## config.mk

```make
export PLATFORM = sky130hd
export DESIGN_NAME = spi_char_engine
export DESIGN_NICKNAME = d
export VERILOG_FILES = /design/src/rtl/spi_eng_pkg.sv /design/src/rtl/spi_ctl_reg.sv /design/src/rtl/spi_edge_gen.sv /design/src/rtl/spi_shift_core.sv /design/src/rtl/spi_char_engine.sv
export SDC_FILE = /design/constraint.sdc
export NUM_CORES = 1
export LEC_CHECK = 0
export ABC_CLOCK_PERIOD_IN_PS = 2600
export BUFFER_PORTS_ARGS = -buffer_cell sky130_fd_sc_hd__buf_2
export CAP_MARGIN = 20
export CORE_MARGIN = 4
export CORE_UTILIZATION = 51
export CTS_BUF_LIST = sky130_fd_sc_hd__clkbuf_2 sky130_fd_sc_hd__clkbuf_4 sky130_fd_sc_hd__clkbuf_8
export CTS_CLUSTER_SIZE = 25
export DETAILED_ROUTE_END_ITERATION = 10
export PLACE_DENSITY = 0.78
export RECOVER_POWER = 25
export SYNTH_ARGS = -nofsm -noshare
export SYNTH_HDL_FRONTEND = slang
export SYNTH_HIERARCHICAL = 1
export SYNTH_SLANG_ARGS = --single-unit
```

## constraint.sdc

```tcl
create_clock -name clk -period 2.6 [get_ports clk]
set_input_delay 0.52 -clock clk [delete_from_list [all_inputs] [get_ports clk]]
set_output_delay 0.52 -clock clk [all_outputs]
set_load 0.02 [all_outputs]
```

## src/rtl/spi_eng_pkg.sv

```systemverilog
// Package: shared types and constants for the SPI character engine.
// Assumes characters are at most CHAR_W bits and the short length is CHAR_W-1.
package spi_eng_pkg;
    localparam int CHAR_W = 8;
    localparam int CNT_W  = $clog2(CHAR_W + 1);
    localparam int IDX_W  = $clog2(CHAR_W);

    // Control word, bit 15 first.
    typedef struct packed {
        logic       cpha;
        logic       cpol;
        logic       msb_first;
        logic       len_short;
        logic       master;
        logic [1:0] pin_mode;
        logic       sync_mode;
        logic [1:0] clk_sel;
        logic [3:0] rsvd;
        logic       ste_drive;
        logic       srst;
    } ctl_word_t;

    localparam logic [15:0] CTL_RESET = 16'h01C1;
    localparam logic [15:0] CTL_RSVD  = 16'h003C;
    localparam logic [1:0]  PINS_3    = 2'b00;
    localparam logic [1:0]  PINS_4_HI = 2'b01;
    localparam logic [1:0]  PINS_4_LO = 2'b10;
    localparam logic [1:0]  PINS_OFF  = 2'b11;

    // Register index of the bit sent or received at position pos.
    function automatic logic [IDX_W-1:0] bit_slot(input logic msb,
                                                  input logic [CNT_W-1:0] nbits,
                                                  input logic [CNT_W-1:0] pos);
        logic [CNT_W-1:0] t;
        t = msb ? (nbits - CNT_W'(1) - pos) : pos;
        return t[IDX_W-1:0];
    endfunction
endpackage

```

## src/rtl/spi_ctl_reg.sv

```systemverilog
// Control word register with a write lock.
// Assumes: with bit 0 set, the whole word is writable (reserved bits forced to 0);
// with bit 0 clear, only bit 0 is writable.
module spi_ctl_reg
    import spi_eng_pkg::*;
(
    input  logic        clk,
    input  logic        rst_n,
    input  logic        wr_en,
    input  logic [15:0] wr_data,
    output ctl_word_t   ctl
);
    logic [15:0] word_q;

    // Store the control word; only bit 0 is accepted while unlocked for operation.
    always_ff @(posedge clk) begin
        if (!rst_n)
            word_q <= CTL_RESET;
        else if (wr_en) begin
            if (word_q[0])
                word_q <= wr_data & ~CTL_RSVD;
            else
                word_q[0] <= wr_data[0];
        end
    end

    assign ctl = ctl_word_t'(word_q);

    a_r2_lock_fields: assert property (@(posedge clk) disable iff (!rst_n)
        !word_q[0] |=> word_q[15:1] == $past(word_q[15:1]));
    a_r1_rsvd_zero: assert property (@(posedge clk) disable iff (!rst_n)
        word_q[5:2] == 4'b0000);
endmodule

```

## src/rtl/spi_edge_gen.sv

```systemverilog
// Edge source: as master it divides clk into SCLK and marks the leading and trailing
// edges of each bit; as slave it marks the edges of a synchronised external SCLK.
// Assumes HALF_DIV >= 1 and that sclk_in has already passed a synchroniser.
module spi_edge_gen
    import spi_eng_pkg::*;
#(
    parameter int HALF_DIV = 4
) (
    input  logic             clk,
    input  logic             rst_n,
    input  logic             run,
    input  logic             master,
    input  logic             cpol,
    input  logic             start,
    input  logic             abort,
    input  logic [CNT_W-1:0] nbits,
    input  logic             sclk_in,
    input  logic             slave_en,
    output logic             lead,
    output logic             trail,
    output logic             sclk_out,
    output logic             m_active
);
    localparam int DIV_W  = $clog2(HALF_DIV + 1);
    localparam int EDGE_W = CNT_W + 1;

    logic [DIV_W-1:0]  div_q;
    logic [EDGE_W-1:0] edge_q;
    logic              lvl_q;
    logic              prev_q;
    logic              m_edge;
    logic              s_edge;
    logic [EDGE_W-1:0] last_edge;

    assign last_edge = {nbits, 1'b0} - EDGE_W'(1);
    assign m_edge    = m_active && (div_q == DIV_W'(HALF_DIV - 1));

    // Master divider: counts half periods and edges of the current character.
    always_ff @(posedge clk) begin
        if (!rst_n || !run || abort) begin
            m_active <= 1'b0;
            div_q    <= '0;
            edge_q   <= '0;
            lvl_q    <= 1'b0;
        end else if (start && !m_active) begin
            m_active <= 1'b1;
            div_q    <= '0;
            edge_q   <= '0;
            lvl_q    <= 1'b0;
        end else if (m_active) begin
            if (m_edge) begin
                div_q  <= '0;
                lvl_q  <= ~lvl_q;
                edge_q <= edge_q + EDGE_W'(1);
                if (edge_q == last_edge)
                    m_active <= 1'b0;
            end else begin
                div_q <= div_q + DIV_W'(1);
            end
        end
    end

    // Slave edge detector: remembers the previous synchronised SCLK level.
    always_ff @(posedge clk) begin
        if (!rst_n)
            prev_q <= 1'b0;
        else
            prev_q <= sclk_in;
    end

    assign s_edge   = slave_en && (prev_q != sclk_in);
    assign sclk_out = cpol ^ lvl_q;
    assign lead     = master ? (m_edge && !edge_q[0]) : (s_edge && (sclk_in != cpol));
    assign trail    = master ? (m_edge &&  edge_q[0]) : (s_edge && (sclk_in == cpol));

    a_r3_lead_trail_excl: assert property (@(posedge clk) disable iff (!rst_n)
        !(lead && trail));
endmodule

```

## src/rtl/spi_shift_core.sv

```systemverilog
// Shift core: keeps the transmit byte and drives one data bit per change edge. It
// assembles received bits at sample edges, and reports each whole character once.
// Assumes lead and trail are single-cycle pulses and never coincide.
module spi_shift_core
    import spi_eng_pkg::*;
(
    input  logic              clk,
    input  logic              rst_n,
    input  logic              run,
    input  logic              cpha,
    input  logic              msb_first,
    input  logic              len_short,
    input  logic              load,
    input  logic [CHAR_W-1:0] tx_byte,
    input  logic              lead,
    input  logic              trail,
    input  logic              rx_bit,
    output logic              out_bit,
    output logic [CHAR_W-1:0] rx_byte,
    output logic              rx_valid,
    output logic              mid_char
);
    logic [CNT_W-1:0]  nbits;
    logic [CNT_W-1:0]  tx_pos;
    logic [CNT_W-1:0]  rx_pos;
    logic [CHAR_W-1:0] tx_q;
    logic [CHAR_W-1:0] acc_q;
    logic [CHAR_W-1:0] acc_nxt;
    logic              chg;
    logic              smp;

    assign nbits = len_short ? CNT_W'(CHAR_W - 1) : CNT_W'(CHAR_W);
    assign chg   = cpha ? lead  : trail;
    assign smp   = cpha ? trail : lead;

    // Next receive accumulator: insert the sampled bit at its ordered slot.
    always_comb begin
        acc_nxt = acc_q;
        acc_nxt[bit_slot(msb_first, nbits, rx_pos)] = rx_bit;
    end

    // Transmit and receive sequencing for one character.
    always_ff @(posedge clk) begin
        if (!rst_n || !run) begin
            tx_q     <= '0;
            tx_pos   <= '0;
            rx_pos   <= '0;
            acc_q    <= '0;
            out_bit  <= 1'b0;
            rx_byte  <= '0;
            rx_valid <= 1'b0;
        end else begin
            rx_valid <= 1'b0;
            if (load) begin
                tx_q    <= tx_byte;
                tx_pos  <= cpha ? CNT_W'(0) : CNT_W'(1);
                out_bit <= tx_byte[bit_slot(msb_first, nbits, '0)];
                rx_pos  <= '0;
                acc_q   <= '0;
            end else begin
                if (chg) begin
                    if (tx_pos == nbits) begin
                        out_bit <= tx_q[bit_slot(msb_first, nbits, '0)];
                        tx_pos  <= CNT_W'(1);
                    end else begin
                        out_bit <= tx_q[bit_slot(msb_first, nbits, tx_pos)];
                        tx_pos  <= tx_pos + CNT_W'(1);
                    end
                end
                if (smp) begin
                    if (rx_pos == nbits - CNT_W'(1)) begin
                        rx_byte  <= len_short ? {1'b0, acc_nxt[CHAR_W-2:0]} : acc_nxt;
                        rx_valid <= 1'b1;
                        rx_pos   <= '0;
                        acc_q    <= '0;
                    end else begin
                        rx_pos <= rx_pos + CNT_W'(1);
                        acc_q  <= acc_nxt;
                    end
                end
            end
        end
    end

    assign mid_char = (rx_pos != '0);

    a_r7_single_pulse: assert property (@(posedge clk) disable iff (!rst_n)
        rx_valid |=> !rx_valid);
    a_r9_count_hold: assert property (@(posedge clk) disable iff (!rst_n)
        (run && !lead && !trail && !load) |=> $stable(rx_pos));
endmodule

```

## src/rtl/spi_char_engine.sv

```systemverilog
// Top of the SPI character engine. It synchronises the slave-side pins and decodes
// role and pin mode into enables. It detects bus conflicts and drives the serial pins.
// Assumes external pins are asynchronous to clk; master-side miso_i is sampled directly.
module spi_char_engine
    import spi_eng_pkg::*;
#(
    parameter int HALF_DIV = 4
) (
    input  logic              clk,
    input  logic              rst_n,
    input  logic              cfg_we,
    input  logic [15:0]       cfg_wdata,
    output logic [15:0]       cfg_rdata,
    input  logic              tx_load,
    input  logic [CHAR_W-1:0] tx_data,
    output logic [CHAR_W-1:0] rx_data,
    output logic              rx_valid,
    output logic              busy,
    output logic              conflict,
    input  logic              sclk_i,
    output logic              sclk_o,
    output logic              sclk_oe,
    input  logic              mosi_i,
    output logic              mosi_o,
    output logic              mosi_oe,
    input  logic              miso_i,
    output logic              miso_o,
    output logic              miso_oe,
    input  logic              ste_i,
    output logic              ste_o,
    output logic              ste_oe
);
    ctl_word_t        ctl;
    logic [1:0]       sclk_sy, mosi_sy, ste_sy;
    logic             run, pins_ok, four_pin, ste_active;
    logic             slave_en, conflict_det, conflict_q;
    logic             m_active, m_start, load, lead, trail, out_bit, mid_char;
    logic             edge_sclk;
    logic [CNT_W-1:0] nbits;

    spi_ctl_reg u_ctl (
        .clk     (clk),
        .rst_n   (rst_n),
        .wr_en   (cfg_we),
        .wr_data (cfg_wdata),
        .ctl     (ctl)
    );

    // Two-stage synchronisers for the pins an external master drives.
    always_ff @(posedge clk) begin
        if (!rst_n) begin
            sclk_sy <= '0;
            mosi_sy <= '0;
            ste_sy  <= '0;
        end else begin
            sclk_sy <= {sclk_sy[0], sclk_i};
            mosi_sy <= {mosi_sy[0], mosi_i};
            ste_sy  <= {ste_sy[0],  ste_i};
        end
    end

    assign run          = !ctl.srst;
    assign pins_ok      = (ctl.pin_mode != PINS_OFF);
    assign four_pin     = (ctl.pin_mode == PINS_4_HI) || (ctl.pin_mode == PINS_4_LO);
    assign ste_active   = (ctl.pin_mode == PINS_4_HI) ? ste_sy[1] : !ste_sy[1];
    assign slave_en     = run && !ctl.master && pins_ok && (!four_pin || ste_active);
    assign conflict_det = run && ctl.master && four_pin && !ctl.ste_drive && ste_active;
    assign m_start      = tx_load && run && ctl.master && pins_ok
                          && !conflict_q && !conflict_det && !m_active;
    assign load         = ctl.master ? m_start : (tx_load && run && !mid_char);
    assign nbits        = ctl.len_short ? CNT_W'(CHAR_W - 1) : CNT_W'(CHAR_W);

    // Sticky conflict flag, cleared only while software reset is held.
    always_ff @(posedge clk) begin
        if (!rst_n || ctl.srst)
            conflict_q <= 1'b0;
        else if (conflict_det)
            conflict_q <= 1'b1;
    end

    spi_edge_gen #(.HALF_DIV(HALF_DIV)) u_edge (
        .clk      (clk),
        .rst_n    (rst_n),
        .run      (run),
        .master   (ctl.master),
        .cpol     (ctl.cpol),
        .start    (m_start),
        .abort    (conflict_det),
        .nbits    (nbits),
        .sclk_in  (sclk_sy[1]),
        .slave_en (slave_en),
        .lead     (lead),
        .trail    (trail),
        .sclk_out (edge_sclk),
        .m_active (m_active)
    );

    spi_shift_core u_shift (
        .clk       (clk),
        .rst_n     (rst_n),
        .run       (run),
        .cpha      (ctl.cpha),
        .msb_first (ctl.msb_first),
        .len_short (ctl.len_short),
        .load      (load),
        .tx_byte   (tx_data),
        .lead      (lead),
        .trail     (trail),
        .rx_bit    (ctl.master ? miso_i : mosi_sy[1]),
        .out_bit   (out_bit),
        .rx_byte   (rx_data),
        .rx_valid  (rx_valid),
        .mid_char  (mid_char)
    );

    assign cfg_rdata = ctl;
    assign busy      = ctl.master ? m_active : mid_char;
    assign conflict  = conflict_q;
    assign sclk_o    = edge_sclk;
    assign sclk_oe   = ctl.master && pins_ok;
    assign mosi_o    = out_bit;
    assign mosi_oe   = ctl.master && pins_ok;
    assign miso_o    = out_bit;
    assign miso_oe   = slave_en;
    assign ste_o     = (ctl.pin_mode == PINS_4_HI) ? m_active : !m_active;
    assign ste_oe    = ctl.master && four_pin && ctl.ste_drive;

    a_r3_sclk_idle: assert property (@(posedge clk) disable iff (!rst_n)
        (ctl.master && !busy) |-> (sclk_o == ctl.cpol));
    a_r10_conflict_sticky: assert property (@(posedge clk) disable iff (!rst_n)
        (conflict && !ctl.srst) |=> conflict);
    a_r13_srst_quiet: assert property (@(posedge clk) disable iff (!rst_n)
        ctl.srst |=> !busy);
    a_r8_miso_slave_only: assert property (@(posedge clk) disable iff (!rst_n)
        miso_oe |-> !ctl.master);
endmodule

```

# Word-level counts from Yosys, hierarchy flattened
# Cells that the tools add are included.
[word_totals] regBits=64 latchBits=0 ramBits=0 mem_bits_ro=0 inputBits=32 out_inout_bits=35 wordCells=130 n_memories=0
[classes] n_addsub=8 multipliers=0 n_div=0 order_cmp=4 eq_ne=10 shift=0 n_mux=38 bitwise_logic=4 n_reduce_logical=48
[op_table] cell="1-bit logical AND" count=25
[op_table] cell="1-bit two-way mux" count=22
[op_table] cell="4-bit two-way mux" count=5
[op_table] cell="8-bit two-way mux" count=2
[op_table] cell="3-bit by 4-bit less-than comparator with 1-bit output (second input constant)" count=3
[op_table] cell="3-bit two-way mux" count=4
[op_table] cell="1-bit logical NOT" count=11
[op_table] cell="1-bit binary-select mux with 3-bit select" count=3
[op_table] cell="4-bit by 1-bit adder with 4-bit output (second input constant)" count=2
[op_table] cell="8-bit bitwise mux" count=1
[op_table] cell="4-bit == test" count=2
[op_table] cell="3-bit subtractor" count=2
[op_table] cell="5-bit by 1-bit adder with 5-bit output (second input constant)" count=1
[op_table] cell="5-bit == test" count=1
[op_table] cell="5-bit by 1-bit subtractor with 5-bit output (second input constant)" count=1
[op_table] cell="1-bit logical OR" count=4
[op_table] cell="2-bit AND reduction" count=2
[op_table] cell="4-bit nonzero test" count=1
[op_table] cell="2-bit OR reduction" count=2
[op_table] cell="4-bit by 1-bit subtractor with 4-bit output (second input constant)" count=1
[op_table] cell="3-bit by 1-bit adder with 3-bit output (second input constant)" count=1
[op_table] cell="1-bit demux with 3-bit select" count=1
[op_table] cell="3-bit by 2-bit == test with 1-bit output (second input constant)" count=1
[op_table] cell="3-bit by 1-bit greater-or-equal comparator with 1-bit output (second input constant)" count=1
[op_table] cell="10 further kinds" count=13

# Longest topological paths before layout
# Gate-level depths: netlist of run 1.
[depth] ltp_word=11 depth_mapped=12 ltp_nobuf=11

# By module
# Netlist of run 1, hierarchy kept.
[modules_own_cells] module="spi_shift_core" n_inst=1 cells_each=209 area_each_um2=1795.5 seq_area_each_um2=680.7
[modules_own_cells] module="spi_edge_gen" n_inst=1 cells_each=67 area_each_um2=604.3 seq_area_each_um2=220.2
[modules_own_cells] module="spi_ctl_reg" n_inst=1 cells_each=58 area_each_um2=540.5 seq_area_each_um2=240.2
[modules_own_cells] module="spi_char_engine" n_inst=1 cells_each=36 area_each_um2=366.6 seq_area_each_um2=140.1

# Least setup slack after synthesis of run 1
# Ideal clock, no wire load.
[synth_timing] path_type="reg2reg" startpoint="register u_ctl.word_q[10] (netlist: u_ctl/ctl[10])" endpoint="register u_shift.rx_byte[3]" setup_time_ns=0.086 t_arrival_ns=3.659 t_required_ns=2.514 setup_slack_ns=-1.145 path_stages_with_launch=13 n_path_buf=1 synth_period_minus_slack_ns=3.745 cell_sequence="dfxtp_1 -> inv_1 -> ha_1 -> xor2_1 -> a2111oi_0 -> nand2_1 -> o32ai_1 -> mux2i_1 -> nand2b_1 -> nor2_4 -> buf_4 -> nor2_1 -> a211oi_1"
[synth_via] word_cells_on_any_way=26 classes_between="3 x eq/ne; 5 x mux; 1 x bitwise; 17 x reduce/logical"
[synth_rtl] element="start, declared" line_no="spi_ctl_reg.sv:13" source="logic [15:0] word_q;"
[synth_rtl] element="start signal, assigned" line_no="spi_ctl_reg.sv:21" source="word_q <= wr_data & ~CTL_RSVD;"
[synth_rtl] element="2-bit by 1-bit == test with 1-bit output / 2-bit == test (equally long branches)" line_no="spi_char_engine.sv:64, spi_char_engine.sv:65"
[synth_rtl] element="1-bit logical OR" line_no="spi_char_engine.sv:64" source="assign four_pin = (ctl.pin_mode == PINS_4_HI) || (ctl.pin_mode == PINS_4_LO);"
[synth_rtl] element="1-bit logical NOT" line_no="spi_char_engine.sv:66" source="assign slave_en = run && !ctl.master && pins_ok && (!four_pin || ste_active);"
[synth_rtl] element="1-bit logical OR" line_no="spi_char_engine.sv:66"
[synth_rtl] element="1-bit logical AND (*)" line_no="spi_char_engine.sv:66"
[synth_rtl] element="named net miso_oe" line_no="spi_char_engine.sv:28" source="output logic miso_oe,"
[synth_rtl] element="1-bit logical AND (*)" line_no="spi_edge_gen.sv:71" source="assign s_edge = slave_en && (prev_q != sclk_in);"
[synth_rtl] element="1-bit logical AND (*)" line_no="spi_edge_gen.sv:73" source="assign lead = master ? (m_edge && !edge_q[0]) : (s_edge && (sclk_in != cpol));"
[synth_rtl] element="1-bit two-way mux (*)" line_no="spi_edge_gen.sv:73"
[synth_rtl] element="named net lead" line_no="spi_char_engine.sv:37" source="logic m_active, m_start, load, lead, trail, out_bit, mid_char;"
[synth_rtl] element="1-bit two-way mux (*)" line_no="spi_shift_core.sv:34" source="assign smp = cpha ? trail : lead;"
[synth_rtl] element="3-bit AND reduction (no source line) (*)"
[synth_rtl] element="end signal, assigned" line_no="spi_shift_core.sv:72" source="rx_byte <= len_short ? {1'b0, acc_nxt[CHAR_W-2:0]} : acc_nxt;"
[synth_rtl] element="end, declared" line_no="spi_shift_core.sv:19" source="output logic [CHAR_W-1:0] rx_byte,"
# Mark *: on every way through the listed nets, which the timed path passes. The rest lies on a longest branch.
# A chain may end at the register's enable or synchronous reset.

# Worst setup path in the final report of run 1
[layout_timing] startpoint="register u_ctl.word_q[10] (netlist: u_ctl/ctl[10])" endpoint="register u_shift.tx_pos[1]"
[layout_via] elab_chain_len=10 word_cells_on_any_way=26 classes_between="3 x eq/ne; 6 x mux; 17 x reduce/logical"
[layout_rtl] element="2-bit by 1-bit == test with 1-bit output / 2-bit == test (equally long branches)" line_no="spi_char_engine.sv:64, spi_char_engine.sv:65"
[layout_rtl] element="1-bit logical OR" line_no="spi_char_engine.sv:64"
[layout_rtl] element="1-bit logical NOT" line_no="spi_char_engine.sv:66"
[layout_rtl] element="1-bit logical OR" line_no="spi_char_engine.sv:66"
[layout_rtl] element="1-bit logical AND (*)" line_no="spi_char_engine.sv:66"
[layout_rtl] element="1-bit logical AND (*)" line_no="spi_edge_gen.sv:71"
[layout_rtl] element="1-bit logical AND (*)" line_no="spi_edge_gen.sv:73"
[layout_rtl] element="1-bit two-way mux (*)" line_no="spi_edge_gen.sv:73"
[layout_rtl] element="named net lead" line_no="spi_char_engine.sv:37"
[layout_rtl] element="1-bit two-way mux (*)" line_no="spi_shift_core.sv:33" source="assign chg = cpha ? lead : trail;"
[layout_rtl] element="2-bit nonzero test (no source line) (*)"
[layout_rtl] element="end signal, assigned" line_no="spi_shift_core.sv:56" source="tx_pos <= cpha ? CNT_W'(0) : CNT_W'(1);"
[layout_rtl] element="end signal, assigned" line_no="spi_shift_core.sv:67" source="tx_pos <= tx_pos + CNT_W'(1);"
[layout_rtl] element="end, declared" line_no="spi_shift_core.sv:24" source="logic [CNT_W-1:0] tx_pos;"
# Marks and branches as above.

==> key figures, run 1 <==
Critical path
  – Nature of the critical path startpoint: flip-flop
  – Critical Path End: u_shift/tx_pos[1]$_SDFFE_PP0P_
  – Worst path max stage delay: 0.47 ns
  – Total number of cells along the worst setup path: 10
  – Kind of end point of the critical path: flip-flop
  – Count of buffer and inverter cells on the critical path: 2
  – Top delay family on crit path: compound AO/OA/AOI/OAI gates
  – Critical-path top delay cell: sky130_fd_sc_hd__or3b_2
  – Cell Chain, Critical Path: inv_1 > ha_2 > xor2_2 > a2111oi_4 > nand2_2 > o32ai_4 > buf_4 > a211oi_4 > or3b_2 > a21oi_1
  – Critical path required time: 2.87 ns
  – Flop-to-flop setup slack: 0.07 ns
  – Origin of the worst setup path: u_ctl/ctl[10]$_SDFFE_PN0P_
  – Crit path max fanout: 9
  – RR Startpoint: u_ctl/ctl[10]$_SDFFE_PN0P_
  – Crit Reg-Reg Endpoint: u_shift/tx_pos[1]$_SDFFE_PP0P_
  – Arrival time at the worst endpoint: 2.79 ns
  – Type of the worst setup path: reg -> reg
  – Logic depth of the worst register-to-register path: 10

Final layout
  – Fraction of layout cells with a size suffix above 1: 0.254
  – Relative area change from synthesis to final layout: 21.6%
  – N_diodes: 0
  – Number of nets at the end of the flow: 480

Drt
  – Via Count: 2849
  – DRC violation count after routing: 0
  – DRC violation total after the first TritonRoute iteration: 154
  – Count of TritonRoute iterations in the first routing pass: 5
  – Avg WL per Cell: 14.4 microns
  – Number of nets still failing antenna checks after routing: 0
  – Routed wire length: 7460 microns
  – Number of vias per cell after detailed routing: 5.50

Die
  – I/O pin cnt: 67
  – Initial Util: 0.524
  – Core box area: 6310 sq um
  – Die Footprint: 7840 sq um
  – Number of rows created at floorplan: 29
  – Chip height: 88.5 microns
  – Chip width: 88.5 microns

Global route
  – M1 GR Usage: 0.233
  – Met2 layer usage reported by global route: 0.348
  – Overall track demand over capacity in global routing: 0.197
  – Wire length of the first global-routing pass: 12200 microns
  – Most Crowded Layer GR: met2
  – Remaining Overflow, GRT: 0
  – Initial antenna violation count: 0
  – Vias in the first global route: 2746
  – GR Util met3: 0.0531
  – Largest net degree at the start of global routing: 22

Pwr
  – Fraction of power spent switching nets: 0.234
  – Design Power: 2.30 mW
  – Relative contribution of the clock network to total power: 0.457
  – Comb power frac: 0.098
  – Worst IR Drop VDD: 0.000371 V
  – Leakage power total: 1.63 nW
  – Total internal power: 1.76 mW
  – Power per standard cell area: 572 nW/um^2
  – Power dissipated by switching net loads: 539 uW
  – Register share of total power: 0.445

STA
  – Fin. max-slew vios: 0
  – Worst relative slew slack: 0.504
  – Worst clock skew: 0.00542 ns
  – Part of the cycle the worst path needs: 0.972
  – Fin crit period: 2.53 ns
  – Final sum of negative setup slack: 0 ns
  – Highest Clock Rate: 396 MHz
  – Number of setup violations in the final report: 0
  – Actual slew at the worst max-slew pin: 0.744 ns
  – Final count of hold timing violations: 0
  – Post-Route Hold Slack: 0.392 ns

Placement
  – RD Place Congestion: 0.806
  – Final HPWL from detailed placement: 5180 microns
  – Number of input and output port buffers inserted: 58

Synth
  – Main synth FF type: sky130_fd_sc_hd__dfxtp_1
  – Biggest area consumer among synthesized cells: sky130_fd_sc_hd__dfxtp_1
  – Sequential share of the synthesized area: 0.387
  – Mean area per synthesized cell: 8.94 sq um
  – Warnings from Yosys: 6
  – Top cells by count, synth: 64 x sky130_fd_sc_hd__dfxtp_1, 40 x sky130_fd_sc_hd__nor2_1, 31 x sky130_fd_sc_hd__nand2_1, 20 x sky130_fd_sc_hd__a21oi_1, 17 x sky130_fd_sc_hd__mux2i_1
  – Post-synth top area share: 0.387
  – Number of enable flip-flop cells after synthesis: 0
  – Dominant cells by area after synthesis: sky130_fd_sc_hd__dfxtp_1 39%, sky130_fd_sc_hd__mux2i_1 5.1%, sky130_fd_sc_hd__ha_1 4.5%
  – Most used standard cell by instance count after synthesis: sky130_fd_sc_hd__dfxtp_1
  – Post-synth design cell area: 3310 sq um
  – Number of flip-flops and latches in the synthesized netlist: 64
  – Count of unique library cells instantiated by Yosys: 56
  – Post-Syn Instances: 370
  – Share of flip-flops with an asynchronous set or reset after synthesis: 0

Clock tree
  – Clock latency at the later pin of the worst-skew pair: 0.33 ns
  – Clock H-tree levels: 3
  – Buffer depth of the longest clock path: 2
  – Clock tree from TritonCTS: yes
  – Number of clock sinks: 64
  – Clock transition at the registers of the reported paths: 0.07 ns
  – Master cell of the clock root buffer: sky130_fd_sc_hd__clkbuf_8
  – Num CTS Buffers: 9

Min path
  – HP Class: in -> reg

Flow run
  – Number of violations of the max-capacitance limit: 0

Outcome
  – Outcome: finished clean
==> power groups by stage <==
stage,Combinational [mW],Sequential [mW],Clock [mW]
floorplan,0.149,1.06,0
global placement,0.222,1.04,0
detailed placement,0.228,1.05,0
CTS,0.229,1.02,1.06
global route,0.247,1.03,1.12
finish,0.225,1.02,1.05
==> routing by layer <==
metal  wire [microns]  up-vias
met2             3830       67
met1             3170     1334
met5                0        -
li1                 -     1433
met4              141        0
met3              331       15
==> metrics by stage <==
stage                     worst slack (ns)  cells  utilization  instance area [sq um]
after floorplan                    0.00964    373            -                   3380
after global placement               0.139    498        0.593                   3740
after detailed placement            0.0750    498        0.593                   3740
after CTS                           0.0622    514        0.632                   3990
after global routing               -0.0512    518        0.637                   4020
final                               0.0723    518        0.637                   4020
==> registers in the layout, indices dropped and copies added, names as in the netlist, 3 cells and up <==
name,cells
u_ctl/ctl,12
u_edge/div_q,3
u_edge/edge_q,5
u_shift/acc_q,8
u_shift/rx_byte,8
u_shift/rx_pos,4
u_shift/tx_pos,4
u_shift/tx_q,8
==> logic make-up (layout without fill, tap and decap cells) <==
family,Yosys count,count (layout),share of synthesized area
compound gates,83,83,0.174
xor+xnor,16,16,0.0424
fa+ha+maj,12,12,0.0454
buf+inv,37,105,0.0571
flops,64,64,0.387
mux,21,21,0.0719
other cells,1,4,0.00113
simple gates,136,136,0.221
==> worst register-to-register path, cell delays in order, from the launching register on <==
cell and delay (ns):
sky130_fd_sc_hd__dfxtp_2 0.35, sky130_fd_sc_hd__inv_1 0.05, sky130_fd_sc_hd__ha_2 0.20, sky130_fd_sc_hd__xor2_2 0.21, sky130_fd_sc_hd__a2111oi_4 0.43, sky130_fd_sc_hd__nand2_2 0.15
sky130_fd_sc_hd__o32ai_4 0.18, sky130_fd_sc_hd__buf_4 0.18, sky130_fd_sc_hd__a211oi_4 0.10, sky130_fd_sc_hd__or3b_2 0.47, sky130_fd_sc_hd__a21oi_1 0.14
==> cells in the final DEF (no fill, tap or decap), types with 3 or more instances in the layout <==
cell type and n:
sky130_fd_sc_hd__xor2_1 8, sky130_fd_sc_hd__o211ai_1 4, sky130_fd_sc_hd__nor2_1 40, sky130_fd_sc_hd__clkbuf_1 7
sky130_fd_sc_hd__nand2_1 30, sky130_fd_sc_hd__conb_1 4, sky130_fd_sc_hd__a21boi_0 8, sky130_fd_sc_hd__mux2i_1 16
sky130_fd_sc_hd__nor2b_1 3, sky130_fd_sc_hd__a211oi_1 6, sky130_fd_sc_hd__nand3_1 6, sky130_fd_sc_hd__and3_1 9
sky130_fd_sc_hd__o32ai_1 4, sky130_fd_sc_hd__nand2b_1 4, sky130_fd_sc_hd__nor3_1 4, sky130_fd_sc_hd__bufinv_16 3
sky130_fd_sc_hd__a21oi_1 20, sky130_fd_sc_hd__o21ai_1 3, sky130_fd_sc_hd__nand4_1 8, sky130_fd_sc_hd__and2_0 4
sky130_fd_sc_hd__xnor2_1 7, sky130_fd_sc_hd__buf_4 13, sky130_fd_sc_hd__and2_1 4, sky130_fd_sc_hd__dfxtp_1 63
sky130_fd_sc_hd__inv_1 15, sky130_fd_sc_hd__clkbuf_8 10, sky130_fd_sc_hd__ha_1 11, sky130_fd_sc_hd__buf_2 53
sky130_fd_sc_hd__o21ai_0 21
==> worst min-delay path by stage <==
stage	cells past startpoint	end	start	slack (ns)
final	2	ste_sy[0]$_SDFF_PN0_	ste_i	0.39
after global routing	2	ste_sy[0]$_SDFF_PN0_	ste_i	0.38
after CTS	2	ste_sy[0]$_SDFF_PN0_	ste_i	0.38
after detailed placement	1	mosi_sy[1]$_SDFF_PN0_	mosi_sy[0]$_SDFF_PN0_	0.43
after global placement	1	sclk_sy[1]$_SDFF_PN0_	sclk_sy[0]$_SDFF_PN0_	0.42
after floorplan	1	mosi_sy[1]$_SDFF_PN0_	mosi_sy[0]$_SDFF_PN0_	0.41
==> what timing repair did <==
| item | in CTS | in global routing |
|---|---|---|
| gates resized for setup | 0 | 7 |
| setup buffers | 0 | 4 |
| setup endpoints to repair | 0 | 12 |
| hold buffers | 0 | 0 |
==> final cells by class <==
cell class	instances	area [sq um]
clock buffers	11	145
clock inverters	5	104
fillers	536	2290
inverters	15	56.3
multi-input cells	272	1930
flip-flops and latches	64	1280
well taps	77	96.3
repair buffers	74	409
Power figures use the tool's default switching activity.
==> run 2, diff against run 1 <==
- GPL_TIMING_DRIVEN: unset -> 0
- PLACE_DENSITY: 0.78 -> unset
- PLACE_DENSITY_LB_ADDON: unset -> 0.12
==> run 2 against run 1 <==
Net effect: clock power is 21% lower; sequential share of layout area hardly changed; flip-flop and latch count stayed put; clock-buffer cell count stayed put; largest power group is now sequential cells.
==> key figures, run 2 (same netlist as run 1, synthesis figures left out) <==
Outcome
  – Outcome: finished clean

STA
  – Highest Clock Rate: 405 MHz
  – Worst relative slew slack: 0.575
  – Number of setup violations in the final report: 0
  – Final count of hold timing violations: 0
  – Worst clock skew: 0.00638 ns
  – Actual slew at the worst max-slew pin: 0.633 ns
  – Post-Route Hold Slack: 0.393 ns
  – Fin. max-slew vios: 0
  – Part of the cycle the worst path needs: 0.950
  – Fin crit period: 2.47 ns

Critical path
  – Kind of end point of the critical path: output pin
  – Crit path max fanout: 3
  – Nature of the critical path startpoint: flip-flop
  – Type of the worst setup path: reg -> out
  – Arrival time at the worst endpoint: 1.95 ns
  – Logic depth of the worst register-to-register path: 11
  – Flop-to-flop setup slack: 0.15 ns
  – Critical path required time: 2.08 ns
  – Crit Reg-Reg Endpoint: u_shift/out_bit$_SDFFE_PP0P_
  – RR Startpoint: u_ctl/ctl[10]$_SDFFE_PN0P_

Min path
  – Hold-critical path endpoint: ste_sy[0]$_SDFF_PN0_
  – Hold Path Origin: ste_i
  – Hold path cells: 2
  – HP Class: in -> reg

Final layout
  – Most common cell after layout, fill and taps aside: sky130_fd_sc_hd__dfxtp_1
  – Fraction of layout cells with a size suffix above 1: 0.273
  – Relative area change from synthesis to final layout: 21.9%
  – Number of nets at the end of the flow: 495
  – Flip-flop count of the largest register, all copies and words added: 12
  – N_diodes: 0
  – Post-Layout Cell Count: 532
  – Highest-count cells in the layout ignoring fill and taps: 61 x sky130_fd_sc_hd__dfxtp_1, 58 x sky130_fd_sc_hd__buf_2, 39 x sky130_fd_sc_hd__nor2_1

Drt
  – Number of nets still failing antenna checks after routing: 0
  – DRC violation count after routing: 0
  – DRC violation total after the first TritonRoute iteration: 112
  – Routed wire length: 7580 microns
  – Count of TritonRoute iterations in the first routing pass: 5
  – Via Count: 2919
  – Number of vias per cell after detailed routing: 5.49
  – Avg WL per Cell: 14.2 microns

Die
  – Chip width: 88.5 microns
  – Chip height: 88.5 microns
  – I/O pin cnt: 67
  – Number of rows created at floorplan: 29
  – Die Footprint: 7840 sq um
  – Initial Util: 0.524
  – Core box area: 6310 sq um

Pwr
  – Power dissipated by switching net loads: 527 uW
  – Relative contribution of the clock network to total power: 0.398
  – Comb power frac: 0.111
  – Fraction of power spent switching nets: 0.252
  – Worst IR Drop VDD: 0.000419 V
  – Register share of total power: 0.491
  – Power per standard cell area: 519 nW/um^2
  – Leakage power total: 1.68 nW
  – Total internal power: 1.57 mW

Global route
  – Vias in the first global route: 2612
  – Overall track demand over capacity in global routing: 0.200
  – Largest net degree at the start of global routing: 18
  – Initial antenna violation count: 0
  – Wire length of the first global-routing pass: 12300 microns
  – Remaining Overflow, GRT: 0

Clock tree
  – Cts hold-fix bufs: 0
  – Clock H-tree levels: 3
  – Master cell of the clock root buffer: sky130_fd_sc_hd__clkbuf_8
  – Clock tree from TritonCTS: yes
  – Buffer depth of the longest clock path: 2
  – Clock latency at the later pin of the worst-skew pair: 0.34 ns
  – Number of clock sinks: 64
  – Clock transition at the registers of the reported paths: 0.07 ns
  – Num CTS Buffers: 9

Placement
  – Number of input and output port buffers inserted: 58
  – Placed Instances: 508
  – RD Place Congestion: 0.772
  – Final HPWL from detailed placement: 5400 microns

Flow run
  – Number of violations of the max-capacitance limit: 0
[run 2: through the flow]
| stage | util | worst slack (ns) | power [mW] | setup TNS [ns] | area [sq um] |
|---|---|---|---|---|---|
| 6_report | 0.639 | 0.131 | 2.09 | 0 | 4030 |
| 5_1_grt | 0.639 | -0.0369 | 2.20 | -0.211 | 4030 |
| 4_1_cts | 0.635 | 0.0348 | 2.12 | 0 | 4010 |
| 3_5_place_dp | 0.597 | -0.154 | 1.28 | -0.856 | 3770 |
| 3_3_place_gp | 0.597 | -0.0798 | 1.28 | -0.119 | 3770 |
| 2_1_floorplan | - | 0.00964 | 1.21 | 0 | 3380 |
[run 2: layout make-up]
type                    count  area [sq um]
fillers                   564          2280
multi-input cells         272          1910
flip-flops and latches     64          1280
repair buffers             68           358
clock buffers              11           145
plain buffers              21           133
well taps                  77          96.3
inverters                  15          56.3
clock inverters             4          45.0
[run 2: repair_timing]
item,CTS,global route
resized for setup,6,7
cloned,0,1
endpoints found under the setup margin,23,22
pin swaps,3,6
buffers inserted,3,6
[run 2: how the worst max path moves through the flow]
stage | from | end | slack [ns] | cells past startpoint
final | u_ctl/ctl[10]$_SDFFE_PN0P_ | miso_oe | 0.13 | 7
after global routing | u_ctl/ctl[10]$_SDFFE_PN0P_ | u_shift/rx_byte[7]$_SDFFE_PP0P_ | -0.04 | 12
after CTS | u_ctl/ctl[10]$_SDFFE_PN0P_ | u_shift/out_bit$_SDFFE_PP0P_ | 0.03 | 11
after detailed placement | u_ctl/ctl[10]$_SDFFE_PN0P_ | u_shift/tx_pos[2]$_SDFFE_PP0P_ | -0.15 | 10
after global placement | u_ctl/ctl[10]$_SDFFE_PN0P_ | u_shift/tx_pos[2]$_SDFFE_PP0P_ | -0.08 | 10
after floorplan | u_ctl/ctl[10]$_SDFFE_PN0P_ | u_shift/rx_byte[3]$_SDFFE_PP0P_ | 0.01 | 12
[run 2: routing by layer]
metal  wire [microns]  up-vias  global-route usage
met1             3450     1388               0.261
met4              105        0              0.0810
met3              341       11              0.0363
li1                 -     1462                   -
met5                0        -                   0
met2             3690       58               0.326
[run 2: worst max-delay path, stage by stage (launching register included)]
cell and delay, ns:
sky130_fd_sc_hd__dfxtp_2 0.34, sky130_fd_sc_hd__inv_1 0.04, sky130_fd_sc_hd__ha_2 0.31, sky130_fd_sc_hd__inv_1 0.08
sky130_fd_sc_hd__a2111oi_4 0.42, sky130_fd_sc_hd__buf_4 0.18, sky130_fd_sc_hd__buf_4 0.09, sky130_fd_sc_hd__buf_2 0.15
[run 2: power by group through the flow]
stage / clock [mW] / sequential, mW / combinational, mW
global route: 0.908 / 1.03 / 0.257
global placement: 0 / 1.05 / 0.228
finish: 0.833 / 1.03 / 0.233
floorplan: 0 / 1.06 / 0.149
detailed placement: 0 / 1.05 / 0.233
CTS: 0.852 / 1.03 / 0.238
